### src/rtl/ldst_pkg.sv
package ldst_pkg;

  localparam logic [7:0] OPC_LDA_IMM = 8'h86;
  localparam logic [7:0] OPC_LDB_IMM = 8'hC6;
  localparam logic [7:0] OPC_LDA_DIR = 8'h96;
  localparam logic [7:0] OPC_STA_DIR = 8'h97;
  localparam logic [7:0] OPC_LDA_EXT = 8'hB6;
  localparam logic [7:0] OPC_STA_EXT = 8'hB7;

  typedef enum logic [1:0] {
    ST_FETCH,
    ST_OPND1,
    ST_OPND2,
    ST_DATA
  } seq_state_t;

  typedef enum logic [1:0] {
    AM_IMM,
    AM_DIR,
    AM_EXT
  } addr_mode_t;

  typedef struct packed {
    logic       known;
    addr_mode_t mode;
    logic       store;
    logic       to_b;
  } op_info_t;

endpackage

### src/rtl/ldst_decode.sv
module ldst_decode
  import ldst_pkg::*;
(
  input  logic [7:0] opcode,
  output op_info_t   info
);

  always_comb begin
    info = '{known: 1'b1, mode: AM_IMM, store: 1'b0, to_b: 1'b0};
    unique case (opcode)
      OPC_LDA_IMM: info.mode = AM_IMM;
      OPC_LDB_IMM: begin
        info.mode = AM_IMM;
        info.to_b = 1'b1;
      end
      OPC_LDA_DIR: info.mode = AM_DIR;
      OPC_STA_DIR: begin
        info.mode  = AM_DIR;
        info.store = 1'b1;
      end
      OPC_LDA_EXT: info.mode = AM_EXT;
      OPC_STA_EXT: begin
        info.mode  = AM_EXT;
        info.store = 1'b1;
      end
      default: info.known = 1'b0;
    endcase
  end

endmodule

### src/rtl/ldst_ctrl.sv
module ldst_ctrl
  import ldst_pkg::*;
(
  input  logic     clk,
  input  logic     rst,
  input  op_info_t fetched,
  output logic     pc_inc,
  output logic     ld_a,
  output logic     ld_b,
  output logic     lat_hi,
  output logic     clr_hi,
  output logic     lat_lo,
  output logic     use_eff,
  output logic     we,
  output logic     done,
  output logic     illegal
);

  seq_state_t state_q, state_d;
  op_info_t   op_q;

  always_ff @(posedge clk) begin
    if (rst) begin
      state_q <= ST_FETCH;
      op_q    <= '0;
    end else begin
      state_q <= state_d;
      if (state_q == ST_FETCH && fetched.known) op_q <= fetched;
    end
  end

  always_comb begin
    state_d = state_q;
    pc_inc  = 1'b1;
    ld_a    = 1'b0;
    ld_b    = 1'b0;
    lat_hi  = 1'b0;
    clr_hi  = 1'b0;
    lat_lo  = 1'b0;
    use_eff = 1'b0;
    we      = 1'b0;
    done    = 1'b0;
    illegal = 1'b0;
    unique case (state_q)
      ST_FETCH: begin
        if (fetched.known) begin
          state_d = ST_OPND1;
        end else begin
          done    = 1'b1;
          illegal = 1'b1;
        end
      end
      ST_OPND1: begin
        unique case (op_q.mode)
          AM_DIR: begin
            clr_hi  = 1'b1;
            lat_lo  = 1'b1;
            state_d = ST_DATA;
          end
          AM_EXT: begin
            lat_hi  = 1'b1;
            state_d = ST_OPND2;
          end
          default: begin
            ld_a    = ~op_q.to_b;
            ld_b    = op_q.to_b;
            done    = 1'b1;
            state_d = ST_FETCH;
          end
        endcase
      end
      ST_OPND2: begin
        lat_lo  = 1'b1;
        state_d = ST_DATA;
      end
      default: begin
        pc_inc  = 1'b0;
        use_eff = 1'b1;
        we      = op_q.store;
        ld_a    = ~op_q.store;
        done    = 1'b1;
        state_d = ST_FETCH;
      end
    endcase
  end


  illegal_in_done_chk: assert property (@(posedge clk) disable iff (rst)
    illegal |-> done && !we);


  write_last_chk: assert property (@(posedge clk) disable iff (rst)
    we |-> done && use_eff);


  done_then_fetch_chk: assert property (@(posedge clk) disable iff (rst)
    done |=> !use_eff && !we);

endmodule

### src/rtl/ldst_dpath.sv
module ldst_dpath #(
  parameter int unsigned DW = 8,
  parameter logic [2*DW-1:0] START_ADDR = 16'hE000
) (
  input  logic            clk,
  input  logic            rst,
  input  logic [DW-1:0]   rdata,
  input  logic            pc_inc,
  input  logic            ld_a,
  input  logic            ld_b,
  input  logic            lat_hi,
  input  logic            clr_hi,
  input  logic            lat_lo,
  input  logic            use_eff,
  output logic [2*DW-1:0] mem_addr,
  output logic [DW-1:0]   mem_wdata,
  output logic [DW-1:0]   acc_a,
  output logic [DW-1:0]   acc_b,
  output logic [2*DW-1:0] pc_out
);

  localparam int unsigned AW = 2 * DW;
  localparam logic [AW-1:0] PC_STEP = AW'(1);

  logic [AW-1:0] pc_q;
  logic [DW-1:0] a_q, b_q, hi_q, lo_q;

  always_ff @(posedge clk) begin
    if (rst) begin
      pc_q <= START_ADDR;
      a_q  <= '0;
      b_q  <= '0;
      hi_q <= '0;
      lo_q <= '0;
    end else begin
      if (pc_inc) pc_q <= pc_q + PC_STEP;
      if (ld_a)   a_q  <= rdata;
      if (ld_b)   b_q  <= rdata;
      if (clr_hi)      hi_q <= '0;
      else if (lat_hi) hi_q <= rdata;
      if (lat_lo) lo_q <= rdata;
    end
  end

  assign mem_addr  = use_eff ? {hi_q, lo_q} : pc_q;
  assign mem_wdata = a_q;
  assign acc_a     = a_q;
  assign acc_b     = b_q;
  assign pc_out    = pc_q;


  pc_step_chk: assert property (@(posedge clk) disable iff (rst)
    !use_eff |=> pc_q == $past(pc_q) + PC_STEP);


  pc_hold_chk: assert property (@(posedge clk) disable iff (rst)
    use_eff |=> $stable(pc_q));

endmodule

### src/rtl/ldst_seq.sv
module ldst_seq
  import ldst_pkg::*;
#(
  parameter int unsigned DW = 8,
  parameter logic [2*DW-1:0] START_ADDR = 16'hE000
) (
  input  logic            clk,
  input  logic            rst,
  input  logic [DW-1:0]   mem_rdata,
  output logic [2*DW-1:0] mem_addr,
  output logic [DW-1:0]   mem_wdata,
  output logic            mem_we,
  output logic [DW-1:0]   acc_a,
  output logic [DW-1:0]   acc_b,
  output logic [2*DW-1:0] pc_out,
  output logic            instr_done,
  output logic            illegal_op
);

  op_info_t fetched;
  logic pc_inc, ld_a, ld_b, lat_hi, clr_hi, lat_lo, use_eff;

  ldst_decode u_decode (
    .opcode (mem_rdata[7:0]),
    .info   (fetched)
  );

  ldst_ctrl u_ctrl (
    .clk     (clk),
    .rst     (rst),
    .fetched (fetched),
    .pc_inc  (pc_inc),
    .ld_a    (ld_a),
    .ld_b    (ld_b),
    .lat_hi  (lat_hi),
    .clr_hi  (clr_hi),
    .lat_lo  (lat_lo),
    .use_eff (use_eff),
    .we      (mem_we),
    .done    (instr_done),
    .illegal (illegal_op)
  );

  ldst_dpath #(.DW(DW), .START_ADDR(START_ADDR)) u_dpath (
    .clk       (clk),
    .rst       (rst),
    .rdata     (mem_rdata),
    .pc_inc    (pc_inc),
    .ld_a      (ld_a),
    .ld_b      (ld_b),
    .lat_hi    (lat_hi),
    .clr_hi    (clr_hi),
    .lat_lo    (lat_lo),
    .use_eff   (use_eff),
    .mem_addr  (mem_addr),
    .mem_wdata (mem_wdata),
    .acc_a     (acc_a),
    .acc_b     (acc_b),
    .pc_out    (pc_out)
  );


  fetch_at_pc_chk: assert property (@(posedge clk) disable iff (rst)
    instr_done |=> !mem_we && mem_addr == pc_out);


  illegal_keeps_acc_chk: assert property (@(posedge clk) disable iff (rst)
    illegal_op |=> $stable(acc_a) && $stable(acc_b));

endmodule

### config.mk
export PLATFORM = sky130hd
export DESIGN_NAME = ldst_seq
export DESIGN_NICKNAME = d
export VERILOG_FILES = /design/src/rtl/ldst_pkg.sv /design/src/rtl/ldst_decode.sv /design/src/rtl/ldst_ctrl.sv /design/src/rtl/ldst_dpath.sv /design/src/rtl/ldst_seq.sv
export SDC_FILE = /design/constraint.sdc
export NUM_CORES = 1
export LEC_CHECK = 0
export BUFFER_PORTS_ARGS = -buffer_cell sky130_fd_sc_hd__buf_2
export CAP_MARGIN = 15
export CORE_MARGIN = 4
export CORE_UTILIZATION = 30
export CTS_CLUSTER_DIAMETER = 30
export DETAILED_ROUTE_END_ITERATION = 7
export SYNTH_ARGS = -nofsm -noshare
export SYNTH_HDL_FRONTEND = slang
export SYNTH_SLANG_ARGS = --single-unit
### constraint.sdc
create_clock -name clk -period 1.4 [get_ports clk]
set_clock_uncertainty 0.1 [all_clocks]
set_input_delay 0.14 -clock clk [delete_from_list [all_inputs] [get_ports clk]]
set_output_delay 0.14 -clock clk [all_outputs]
set_load 0.02 [all_outputs]
* After elaboration in Yosys (flattened, before gate mapping) *
Cells that the tools add are included.

storage, ports and cells
  bits in registers = 54
  word-level logic and storage cells = 56
  output and inout port bits = 59
  bits of input ports = 10

operators by class
  mux-type cells = 23
  reductions and logical operators = 10
  bitwise operators = 2
  $add $sub $neg = 1
  equal/unequal tests = 11

operators by type and width
  kind                                                              count
  8-bit == test (second input constant)                             6
  16-bit by 1-bit adder with 16-bit output (second input constant)  1
  16-bit 2-to-1 mux                                                 1
  1-bit 2-to-1 mux                                                  15
  2-bit OR reduction                                                6
  2-bit one-hot mux with 2 select lines                             2
  2-bit one-hot mux with 3 select lines                             1
  6-bit OR reduction                                                1
  2-bit by 1-bit == test with 1-bit output (second input constant)  2
  2-bit == test (second input constant)                             2
  1-bit one-hot mux with 2 select lines                             2
  1-bit one-hot mux with 3 select lines                             1
  3-bit OR reduction                                                1
  2-bit zero test                                                   1
  2-bit 2-to-1 mux                                                  1
  2-bit by 1-bit != test with 1-bit output (second input constant)  1
  1-bit inverter                                                    2
  1-bit logical AND                                                 1

* Depth between registers and ports, before layout *
Gate-level depths: netlist of run 1.

  word-level depth = 5
  mapped depth = 7
  gate-level depth less buffers = 6

* Modules after synthesis *
Synthesis of run 1 repeated with hierarchy kept, for this count alone.

unflattened totals
  cells, all modules = 278
  area, all modules = 2592.5 µm²

by module, submodules not included
  module       seq. area each (µm²)  cells an instance  instances  area each (µm²)
  ldst_dpath   960.9                 217                1          2123.3
  ldst_ctrl    120.1                 50                 1          410.4
  ldst_decode  0.0                   11                 1          58.8

* Worst setup path before layout of run 1 *
Ideal clock, no wire load.

  path type = register to register
  start point = register u_dpath.pc_q[0], in the netlist u_dpath.pc_out[0]
  end point = register u_dpath.pc_q[14], in the netlist u_dpath.pc_out[14]
  arrival time = 1417 ps
  cell stages (with the launch flop) = 6
  path slack = -237 ps
  buffers on the path = 0
  period minus slack after synthesis = 1637 ps
  cell sequence = dfxtp_1 ha_1 nand3b_4 nor4_2 xnor2_1 nand2_1

between the ends
  cells in the longest elaborated chain, start to end = 1

RTL lines
  element                                   RTL line          text
  from (decl)                               ldst_dpath.sv:25  logic [AW-1:0] pc_q;
  from (signal assigned)                    ldst_dpath.sv:36  if (pc_inc) pc_q <= pc_q + PC_STEP;
  16-bit by 1-bit adder with 16-bit output  ldst_dpath.sv:36

Every way passes these cells.
A chain may end at the register's enable or synchronous reset.

* Final worst setup path of run 1 *
  start point = register u_ctrl.state_q[0]
  end point = output port instr_done

between the ends
  cells in the longest elaborated chain, start to end = 2

RTL lines
  element                                      RTL line         text
  from (decl)                                  ldst_ctrl.sv:19  seq_state_t state_q, state_d;
  from (signal assigned)                       ldst_ctrl.sv:27  state_q <= state_d;
  2-bit == test, or another cell as far along  ldst_ctrl.sv:44  unique case (state_q)
  1-bit one-hot mux with 3 select lines *      ldst_ctrl.sv:44
  to (decl)                                    ldst_seq.sv:16   output logic instr_done,

Every way passes the cells marked *; elsewhere a longest branch is shown, timed or not.

==> results by group, run 1 <==
Outcome
  • Status: finished with violations
  • Failing checks: negative setup slack

Global route
  • First-pass GRT wire length: 12100 um
  • Aggregate global-route resource usage: 0.149
  • Vias in the first global route: 2377
  • Global Route met2 Usage: 0.237
  • Largest net degree at the start of global routing: 28
  • Gr ovfl total: 0
  • GRT Max-Usage Layer: met2
  • Initial antenna violation count: 0
  • M1 GR Usage: 0.204
  • GRT met3 Usage: 0.0332

Yosys
  • Post-Syn Area: 0.00260 sq mm
  • Post-synthesis sequential area ratio: 0.416
  • Mapped Cells: 284
  • Most common cell in the netlist: dfxtp_1
  • Post-Synthesis Net Count: 301
  • Post-synth cell types: 43
  • Post-synth ARST share: 0
  • Syn. warnings: 0
  • Top cells by area, synth: dfxtp_1 (42%), mux2i_1 (6.2%), mux2_2 (5.6%)
  • Synth top area share: 0.416
  • Yosys reg bits: 54
  • Avg Cell Area, Syn: 9.15 sq um
  • Post-synth EDFFs: 0
  • Largest area contributor in the netlist: dfxtp_1
  • Synth cell count leaders: dfxtp_1 (54), nor2_1 (34), nand2_1 (30), a21oi_1 (21), nand3_1 (19)
  • Synth Flop Type: dfxtp_1

Clock network
  • CTS tree: done
  • Clock insertion delay at the later pin of the skew report: 0.32 ns
  • TritonCTS Buffers: 5
  • Clock root buffer master: clkbuf_8
  • Num Clock Sinks: 54
  • Hold Buf Count CTS: 0
  • Clk buf depth: 2
  • CTS clock-pin slew for the worst setup and hold paths: 0.11 ns
  • Max H-tree Level: 2

Job
  • Max_cap viols: 0

Timing
  • Final Max Slew Viols: 0
  • Worst setup margin: -0.371 ns
  • Post-route minimum period: 1.77 ns
  • Final hold violation count: 0
  • Peak Freq: roughly 0.56 GHz
  • Least-Margin Pin Slew: approximately 0.43 ns
  • Rel. slew slack: 0.712
  • RSZ-0062 raised after global routing: true
  • Period utilization: 1.27
  • Final Setup Violations: 60
  • Hold Worst Slack: 0.129 ns

Routing
  • Routed via count: 2424
  • First drt pass iteration count: 4
  • Iter 0 DRT Violations: between 100 and 150
  • Final antenna-violating net count: 0
  • DR vias/cell: 4.88
  • DRC: 0
  • Routed WL per cell: 16.4 um
  • Post-Route WL: 8160 um

Placement
  • Final HPWL DP: between 5000 and 6000 um
  • Port Buf Inserts: 68
  • Dpl ws: -0.133 ns
  • Final GP Congestion: 0.832

Setup path
  • CP required: about 1.2 ns
  • Crit Path Class: flop to output port
  • Worst EP arrival: 1.53 ns
  • Crit start category: flop
  • CP Max Fanout: 5
  • Crit end category: output port

Pwr
  • Leakage power: 1.87 nW
  • Peak supply drop: 0.000572 V
  • Pwr per Cell Area: 760 mW/mm^2

Min path
  • Min-Delay Path Class: primary input to flop

Floorplanning
  • Initial Utilization: 0.312
  • Die W: 101 um
  • Row cnt: 33
  • Ports: 69
  • Core area: 0.00834 sq mm
  • Die height: ~100 um
  • Die area: between 0.01 and 0.015 sq mm

Layout
  • Antenna cells: 0
  • Layout Area Growth over Synthesis: 64.5%
  • Filler cells: roughly 730
  • Layout net count: slightly above 400
  • Share of layout cells above drive strength 1: 0.582
## final timing paths
| check | depth (start not counted) | end | slack (ns) | from |
|---|---|---|---|---|
| max | 5 | instr_done | -0.37 | u_ctrl.state_q[0]$_SDFFE_PP0N_ |
| min | 4 | u_dpath.lo_q[3]$_SDFFE_PP0P_ | 0.13 | mem_rdata[3] |
| max reg2reg | 8 | u_dpath.acc_a[3]$_SDFFE_PP0P_ | -0.31 | u_ctrl.state_q[0]$_SDFFE_PP0N_ |
| min reg2reg | 2 | u_dpath.hi_q[0]$_SDFFE_PP0P_ | 0.37 | u_dpath.hi_q[0]$_SDFFE_PP0P_ |
## area by class of cell
| class | instances | area, sq um | area share |
|---|---|---|---|
| clock buffers | 7 | 96.3 | 0.0225 |
| flip-flops and latches | 54 | 1100 | 0.258 |
| inverters | 10 | 37.5 | 0.00877 |
| repair buffers | 122 | 1030 | 0.240 |
| well taps | 105 | 131 | 0.0307 |
| multi-input cells | 198 | 1870 | 0.438 |
| clock inverters | 1 | 8.76 | 0.00205 |
## where the power goes
group | total (mW) | internal, mW | switching, mW
Combinational | 0.637 | 0.292 | 0.345
Clock | 1.01 | 0.455 | 0.555
Sequential | 1.60 | 1.57 | 0.0356
## stage by stage
stage / total power, mW / TNS [ns] / instances / util / area [sq um]
after floorplan: 1.92 / -0.403 / 284 / - / 2690
after global placement: 2.11 / -1.94 / 473 / 0.403 / 3360
after detailed placement: 2.11 / -2.53 / 473 / 0.403 / 3360
after CTS: 3.19 / -11.19 / 491 / 0.476 / 3970
after global routing: 3.36 / -17.24 / 497 / 0.513 / 4280
final: 3.25 / -14.01 / 497 / 0.513 / 4280
## timing repair
item | CTS | global route
gates resized for setup | 103 | 57
buffers inserted | 8 | 8
pin swaps | 14 | 30
cloned | 2 | 0
setup endpoints to repair | 61 | 71
## cells by family after synthesis
| kind of cell | Yosys count | share of synthesized area |
|---|---|---|
| buffers and inverters | 32 | 0.0621 |
| AOI/OAI and AO/OA | 43 | 0.0982 |
| xor gates and xnor gates | 12 | 0.0404 |
| adders and majority gates | 7 | 0.0337 |
| muxes | 29 | 0.118 |
| and+or+nand+nor | 107 | 0.232 |
| DFF | 54 | 0.416 |
## flip-flops by register name, summed over array words and instances, names as in the netlist
name / cells
u_ctrl.op_q: 4
u_dpath.acc_a: 8
u_dpath.pc_out: 16
u_dpath.hi_q: 8
u_dpath.acc_b: 8
u_ctrl.state_q: 2
u_dpath.lo_q: 8
## cells in the final DEF (no fill, tap or decap), drive strengths merged
master	netlist	final
a211oi	1	1
dfxtp	54	54
buf	15	122
a32o	1	1
and4b	1	1
o21a	1	1
ha	7	7
a31oi	1	1
or3	2	2
nand3b	1	1
a21oi	21	21
and2	2	2
a21boi	1	1
nor2b	2	2
nor4	3	3
mux2i	16	16
a211o	1	1
xnor2	10	10
nand4b	1	1
clkbuf	7	7
nand4	3	3
o221a	1	1
inv	10	10
a21o	2	2
o21ai	10	10
and4	1	1
nor4b	1	1
nand2b	1	1
nand3	20	20
nor3	5	5
xor2	2	2
clkinv	0	1
nand2	30	30
nor2	34	34
mux2	13	13
a22o	3	3
## worst max-delay path, cell delays in order, from the launching register on
cell     delay [ns]
dfxtp_4        0.38
ha_4           0.21
buf_6          0.13
buf_6          0.12
a211o_4        0.26
buf_6          0.13
## per-layer routing
layer | share of wire | vias up
met5 | 0 | -
met4 | 0.013 | 0
met3 | 0.052 | 10
met2 | 0.50 | 64
met1 | 0.43 | 1167
li1 | - | 1183
Note: power is estimated with default switching activity, not from simulation.
==> inputs of run 2 (changes only) <==
--- a/config.mk
+++ b/config.mk
@@ -12,4 +12,5 @@
 export CTS_CLUSTER_DIAMETER = 30
 export DETAILED_ROUTE_END_ITERATION = 7
+export PLACE_DENSITY = 0.56
 export SYNTH_ARGS = -nofsm -noshare
 export SYNTH_HDL_FRONTEND = slang
==> constraint.sdc (replaced) <==
create_clock -name clk -period 1.4 [get_ports clk]
set_clock_uncertainty 0.1 [all_clocks]
set_input_delay 0.07 -clock clk [delete_from_list [all_inputs] [get_ports clk]]
set_output_delay 0.07 -clock clk [all_outputs]
set_load 0.02 [all_outputs]
==> results by group, run 2 (synthesis results as in run 1) <==
Timing
  • Period utilization: 1.22 (-0.0434)
  • Post-route minimum period: 1.71 ns (-0.0608 ns)
  • Rel. slew slack: 0.745 (+0.0331)
  • Final Max Slew Viols: 0 (unchanged)
  • Least-Margin Pin Slew: 0.382 ns (-0.0495 ns)
  • Worst setup margin: -0.311 ns (+0.0608 ns)
  • Final Setup Violations: 64 (+6.7%)
  • Fin Setup TNS: -9.21 ns (+4.80 ns)
  • Hold Worst Slack: 0.0538 ns (-0.0756 ns)
  • Final hold violation count: 0 (unchanged)
  • Peak Freq: 0.585 GHz (+3.6%)
  • RSZ-0062 raised after global routing: true

Setup path
  • CP bufs+invs: 2 (-1)
  • CP peak stage delay: 0.38 ns (about the same)
  • End point of the critical path: mem_addr[14]
  • CP cell instances: ha_4 > buf_8 > mux2_4 > buf_6
  • Crit. Startpoint: u_ctrl.state_q[0]$_SDFFE_PP0N_
  • Slowest CP cell: dfxtp_4
  • CP required: 1.23 ns (+0.07 ns)
  • R2R Setup Slk: -0.22 ns (+0.09 ns)
  • Worst Reg-to-Reg Cells: 7 (-1)
  • FF-to-FF End: u_dpath.acc_a[5]$_SDFFE_PP0P_
  • Worst EP arrival: 1.54 ns (about the same)
  • CP Max Fanout: 7 (+2)
  • Crit Path Class: flop to output port
  • Cell family with most CP delay: flip-flops
  • Crit end category: output port
  • Worst R2R Start: u_ctrl.state_q[0]$_SDFFE_PP0N_
  • Crit start category: flop
  • Crit. path cell count: 4 (-1)

Outcome
  • Status: finished with violations
  • Failing checks: negative setup slack

Placement
  • Port Buf Inserts: 68 (unchanged)
  • Final GP Congestion: 0.802 (-3.6%)
  • Dpl ws: -0.125 ns (+0.00837 ns)
  • Area after DPL: 0.00332 sq mm (-1.2%)
  • Final HPWL DP: 5290 um (-1.1%)

Layout
  • Layout net count: 411 (+0.74%)
  • Antenna cells: 0 (unchanged)
  • Layout Area Growth over Synthesis: 57.7%
  • Share of layout cells above drive strength 1: 0.539 (-0.0424)
  • Commonest non-fill, non-tap cell in the layout: buf_2
  • Number of flip-flops in the largest register: 16 (unchanged)
  • Post-route cell area: 0.00410 sq mm (-4.1%)
  • Commonest cells after routing, fill and taps aside: buf_2 (49), dfxtp_1 (39), buf_4 (35)
  • Final core occ: 0.492 (-0.0212)

Routing
  • Routed via count: 2410 (-0.58%)
  • First drt pass iteration count: 4 (unchanged)
  • Routed WL per cell: 15.6 um (-5.1%)
  • Post-Route WL: 7790 um (-4.5%)
  • Final antenna-violating net count: 0 (unchanged)
  • Iter 0 DRT Violations: 91 (-13%)
  • DR vias/cell: 4.82 (-1.2%)
  • DRC: 0 (unchanged)

Clock network
  • Max H-tree Level: 2 (unchanged)
  • Num Clock Sinks: 54 (unchanged)
  • Clk buf depth: 2 (unchanged)
  • Clock root buffer master: clkbuf_8
  • TritonCTS Buffers: 5 (unchanged)
  • CTS clock-pin slew for the worst setup and hold paths: 0.10 ns (about the same)
  • CTS tree: done
  • Clock insertion delay at the later pin of the skew report: 0.31 ns (about the same)

Pwr
  • Peak supply drop: 0.000396 V (-31%)
  • Internal: 2.29 mW (-0.99%)
  • Combinational power share: 0.182 (-0.014)
  • Psw: 0.868 mW (-7.3%)
  • Clock power frac: 0.313 (+0.002)
  • Seq pwr share: 0.505 (+0.012)
  • Pwr per Cell Area: 770 mW/mm^2 (+1.4%)
  • Switching Share: 0.275 (-0.0133)
  • Leakage power: 1.91 nW (+2.0%)

Floorplanning
  • Core area: 0.00834 sq mm (unchanged)
  • Initial Utilization: 0.312 (unchanged)
  • Row cnt: 33 (unchanged)
  • Die W: 101 um (unchanged)
  • Ports: 69 (unchanged)
  • Die height: 101 um (unchanged)
  • Die area: 0.0102 sq mm (unchanged)

Global route
  • Vias in the first global route: 2415 (+1.6%)
  • First-pass GRT wire length: 12300 um (+1.6%)
  • Aggregate global-route resource usage: 0.153 (+0.00419)
  • Gr ovfl total: 0 (unchanged)
  • Initial antenna violation count: 0 (unchanged)
  • Largest net degree at the start of global routing: 23 (-18%)

Job
  • Max_cap viols: 0 (unchanged)

Min path
  • Min-Delay Path Class: primary input to flop
run 2: changes by cell type in the layout (fill, tap and decap cells not counted), sizes merged:
cell         change
a21o             +1
buf              +1
dlygate4sd3      +1
run 2: cell type report:
cell class | instances | area [sq um]
Sequential cell | 54 | 1100
Tap cell | 105 | 131
Timing Repair Buffer | 124 | 1010
Clock buffer | 7 | 96.3
Inverter | 10 | 37.5
Multi-Input combinational cell | 199 | 1710
Fill cell | 773 | 4240
Clock inverter | 1 | 8.76
run 2: metal layers:
| metal | wire [um] | global-route usage | share of wire | up-vias |
|---|---|---|---|---|
| met3 | 393 | 0.0249 | 0.050 | 10 |
| met4 | 83 | 0.0337 | 0.011 | 0 |
| met5 | 0 | 0 | 0 | - |
| met1 | 3660 | 0.213 | 0.47 | 1150 |
| met2 | 3650 | 0.248 | 0.47 | 62 |
| li1 | - | - | - | 1188 |
run 2: tightest hold or removal path: stages:
cell and delay, ns:
buf_2 0.09, buf_4 0.13, mux2i_1 0.07, nor2_1 0.07
run 2: worst min path at each step:
| stage | startpoint | to | slack, ns | cells past startpoint |
|---|---|---|---|---|
| 3_3_place_gp | mem_rdata[4] | u_dpath.acc_a[4]$_SDFFE_PP0P_ | 0.30 | 3 |
| 6_report | mem_rdata[1] | u_dpath.acc_a[1]$_SDFFE_PP0P_ | 0.05 | 4 |
| 3_5_place_dp | mem_rdata[4] | u_dpath.acc_b[4]$_SDFFE_PP0P_ | 0.32 | 3 |
| 4_1_cts | mem_rdata[3] | u_dpath.acc_a[3]$_SDFFE_PP0P_ | 0.05 | 4 |
| 5_1_grt | mem_rdata[3] | u_dpath.hi_q[3]$_SDFFE_PP0P_ | 0.06 | 4 |
| 2_1_floorplan | mem_rdata[1] | u_dpath.acc_b[1]$_SDFFE_PP0P_ | 0.11 | 2 |
run 2: timing repair:
item,in CTS,in global routing
pin swaps,23,7
hold endpoints to repair,2,0
cloned,3,0
endpoints found under the setup margin,62,73
resized for setup,117,19
buffers inserted,12,7
hold buffers,1,0
run 2: power by group through the flow:
stage	Sequential, mW	Combinational [mW]	Clock (mW)
after floorplan	1.67	0.250	0
after global placement	1.63	0.462	0
after detailed placement	1.63	0.464	0
after CTS	1.60	0.565	1.01
after global routing	1.60	0.614	1.09
final	1.60	0.574	0.989
run 2: metrics by stage:
stage | total power [mW] | cells
2_1_floorplan | 1.92 | 284
3_5_place_dp | 2.10 | 472
6_report | 3.16 | 500
3_3_place_gp | 2.10 | 472
5_1_grt | 3.31 | 500
4_1_cts | 3.18 | 495
==> inputs of run 3 (changes only) <==
BUFFER_PORTS_ARGS = default   (was -buffer_cell sky130_fd_sc_hd__buf_2)
CORE_UTILIZATION = 35   (was 30)
DONT_BUFFER_PORTS = 1   (was default)
PLACE_DENSITY = 0.55   (was 0.56)
==> results by group, run 3 (synthesis results as in run 1) <==
Setup path
  • Worst EP arrival: 1.41 ns (-0.13 ns)
  • Slowest CP cell: dfxtp_4
  • Crit end category: output port
  • Crit start category: flop
  • CP Max Fanout: 11 (+4)
  • CP cell instances: ha_4 > buf_8 > mux2_4
  • CP required: 1.23 ns (about the same)
  • CP peak stage delay: 0.38 ns (about the same)
  • Crit Path Class: flop to output port

Placement
  • Port Buf Inserts: 0 (-100%)
  • Final HPWL DP: 4740 um (-10%)
  • Area after DPL: 0.00304 sq mm (-8.6%)
  • Final GP Congestion: 0.834 (+3.9%)

Global route
  • Aggregate global-route resource usage: 0.161 (+0.00820)
  • Initial antenna violation count: 0 (unchanged)
  • Largest net degree at the start of global routing: 41 (+78%)
  • Vias in the first global route: 2087 (-14%)
  • Gr ovfl total: 0 (unchanged)
  • First-pass GRT wire length: 11200 um (-9.0%)

Routing
  • Routed via count: 2151 (-11%)
  • First drt pass iteration count: 4 (unchanged)
  • Routed WL per cell: 16.2 um (+4.0%)
  • Final antenna-violating net count: 0 (unchanged)
  • Iter 0 DRT Violations: 122 (+34%)
  • DRC: 0 (unchanged)
  • DR vias/cell: 4.93 (+2.4%)
  • Post-Route WL: 7070 um (-9.3%)

Pwr
  • Psw: 0.831 mW (-4.3%)
  • Combinational power share: 0.173 (-0.009)
  • Leakage power: 1.54 nW (-19%)
  • Pwr per Cell Area: 844 mW/mm^2 (+9.6%)
  • Peak supply drop: 0.000484 V (+22%)
  • Seq pwr share: 0.524 (+0.019)
  • Clock power frac: 0.303 (-0.010)
  • Internal: 2.21 mW (-3.6%)
  • Switching Share: 0.273 (-0.00131)

Timing
  • RSZ-0062 raised after global routing: true
  • Worst setup margin: -0.180 ns (+0.131 ns)
  • Post-route minimum period: 1.58 ns (-0.131 ns)
  • Final Setup Violations: 59 (-7.8%)
  • Fin Setup TNS: -6.02 ns (+3.19 ns)
  • Rel. slew slack: 0.762 (+0.0164)
  • Period utilization: 1.13 (-0.0933)
  • Final Max Slew Viols: 0 (unchanged)
  • Peak Freq: 0.633 GHz (+8.3%)
  • Final hold violation count: 0 (unchanged)
  • Least-Margin Pin Slew: 0.356 ns (-0.0254 ns)

Min path
  • Min-Delay Path Class: primary input to flop

Floorplanning
  • Die height: 94.2 um (-6.8%)
  • Die area: 0.00887 sq mm (-13%)
  • Ports: 69 (unchanged)
  • Die W: 94.2 um (-6.8%)
  • Row cnt: 31 (-6.1%)
  • Core area: 0.00725 sq mm (-13%)
  • Initial Utilization: 0.358 (+0.0467)

Job
  • Max_cap viols: 0 (unchanged)

Layout
  • Layout Area Growth over Synthesis: 38.5%
  • Commonest non-fill, non-tap cell in the layout: buf_4
  • Commonest cells after routing, fill and taps aside: buf_4 (45), dfxtp_1 (39), nor2_1 (32)
  • Number of flip-flops in the largest register: 16 (unchanged)
  • Share of layout cells above drive strength 1: 0.418 (-0.121)
  • Multi-input gate area: 0.00165 sq mm (-3.4%)
  • Post-route cell area: 0.00360 sq mm (-12%)
  • Layout net count: 353 (-14%)
  • Filler cells: 684 (-12%)
  • FF+latch area: 0.00110 sq mm (unchanged)
  • Antenna cells: 0 (unchanged)

Clock network
  • Max H-tree Level: 2 (unchanged)
  • Num Clock Sinks: 54 (unchanged)
  • TritonCTS Buffers: 5 (unchanged)
  • CTS tree: done
  • CTS clock-pin slew for the worst setup and hold paths: 0.10 ns (about the same)
  • Clock insertion delay at the later pin of the skew report: 0.30 ns (about the same)
  • Clk buf depth: 2 (unchanged)
  • Clock root buffer master: clkbuf_8

Outcome
  • Status: finished with violations
  • Failing checks: negative setup slack
==> run 3: changes by cell type in the layout (fill, tap and decap cells not counted), sizes merged <==
cell         previous run  this run
buf                   123        56
clkinvlp                0         1
dlygate4sd3             1         9
inv                    10         9
nand3                  20        21
==> run 3: layout make-up <==
class | count | area share
multi-input cells | 200 | 0.458
flip-flops and latches | 54 | 0.307
repair buffers | 65 | 0.164
well taps | 99 | 0.0344
clock buffers | 7 | 0.0240
inverters | 10 | 0.0115
clock inverters | 1 | 0.00139
==> run 3: power groups by stage <==
stage	logic [mW]	clock network (mW)	registers, mW
after floorplan	0.250	0	1.67
after global placement	0.371	0	1.63
after detailed placement	0.374	0	1.63
after CTS	0.498	0.939	1.59
after global routing	0.566	1.01	1.60
final	0.526	0.920	1.59
==> run 3: stage by stage <==
stage / power (mW) / util / hold WS [ns] / instances / setup WS, ns
3_5_place_dp: 2.00 / 0.418 / 0.0454 / 408 / -0.253
6_report: 3.04 / 0.496 / 0.0198 / 436 / -0.180
3_3_place_gp: 2.00 / 0.418 / 0.0447 / 408 / -0.203
2_1_floorplan: 1.92 / - / 0.114 / 284 / -0.0485
5_1_grt: 3.17 / 0.496 / 0.0905 / 436 / -0.239
4_1_cts: 3.03 / 0.476 / 0.0107 / 429 / -0.205
==> run 3: repair_timing <==
action,CTS,global route
hold endpoints to repair,53,0
buffers inserted,2,7
resized for setup,54,22
endpoints found under the setup margin,62,68
pin swaps,6,18
hold buffers,10,0
cloned,1,1
==> run 3: worst max-delay path: cells and delay by family, from the launching register on <==
family / cells / cell delay [ns]
buffers and inverters: 1 / 0.17
multiplexers: 1 / 0.35
adder cells (fa/ha/maj): 1 / 0.20
flip-flops: 1 / 0.38
==> run 3: path summary, 6_finish.rpt <==
path / start / to / slack (ns) / cells after the start
worst max-delay path: u_ctrl.state_q[1]$_SDFFE_PP0N_ / mem_addr[0] / -0.18 / 3
worst min register to register: u_dpath.hi_q[0]$_SDFFE_PP0P_ / u_dpath.hi_q[0]$_SDFFE_PP0P_ / 0.36 / 2
worst min-delay path: mem_rdata[5] / u_ctrl.op_q[0]$_SDFFE_PP0P_ / 0.02 / 3
worst max register to register: u_ctrl.state_q[1]$_SDFFE_PP0N_ / u_dpath.acc_a[7]$_SDFFE_PP0P_ / -0.17 / 7
==> run 3: routing by layer <==
metal	GRT usage	vias up	share of wire
met4	0.0301	0	0.0041
met1	0.216	1014	0.48
met3	0.0473	2	0.062
li1	-	1079	-
met5	0	-	0
met2	0.259	56	0.45
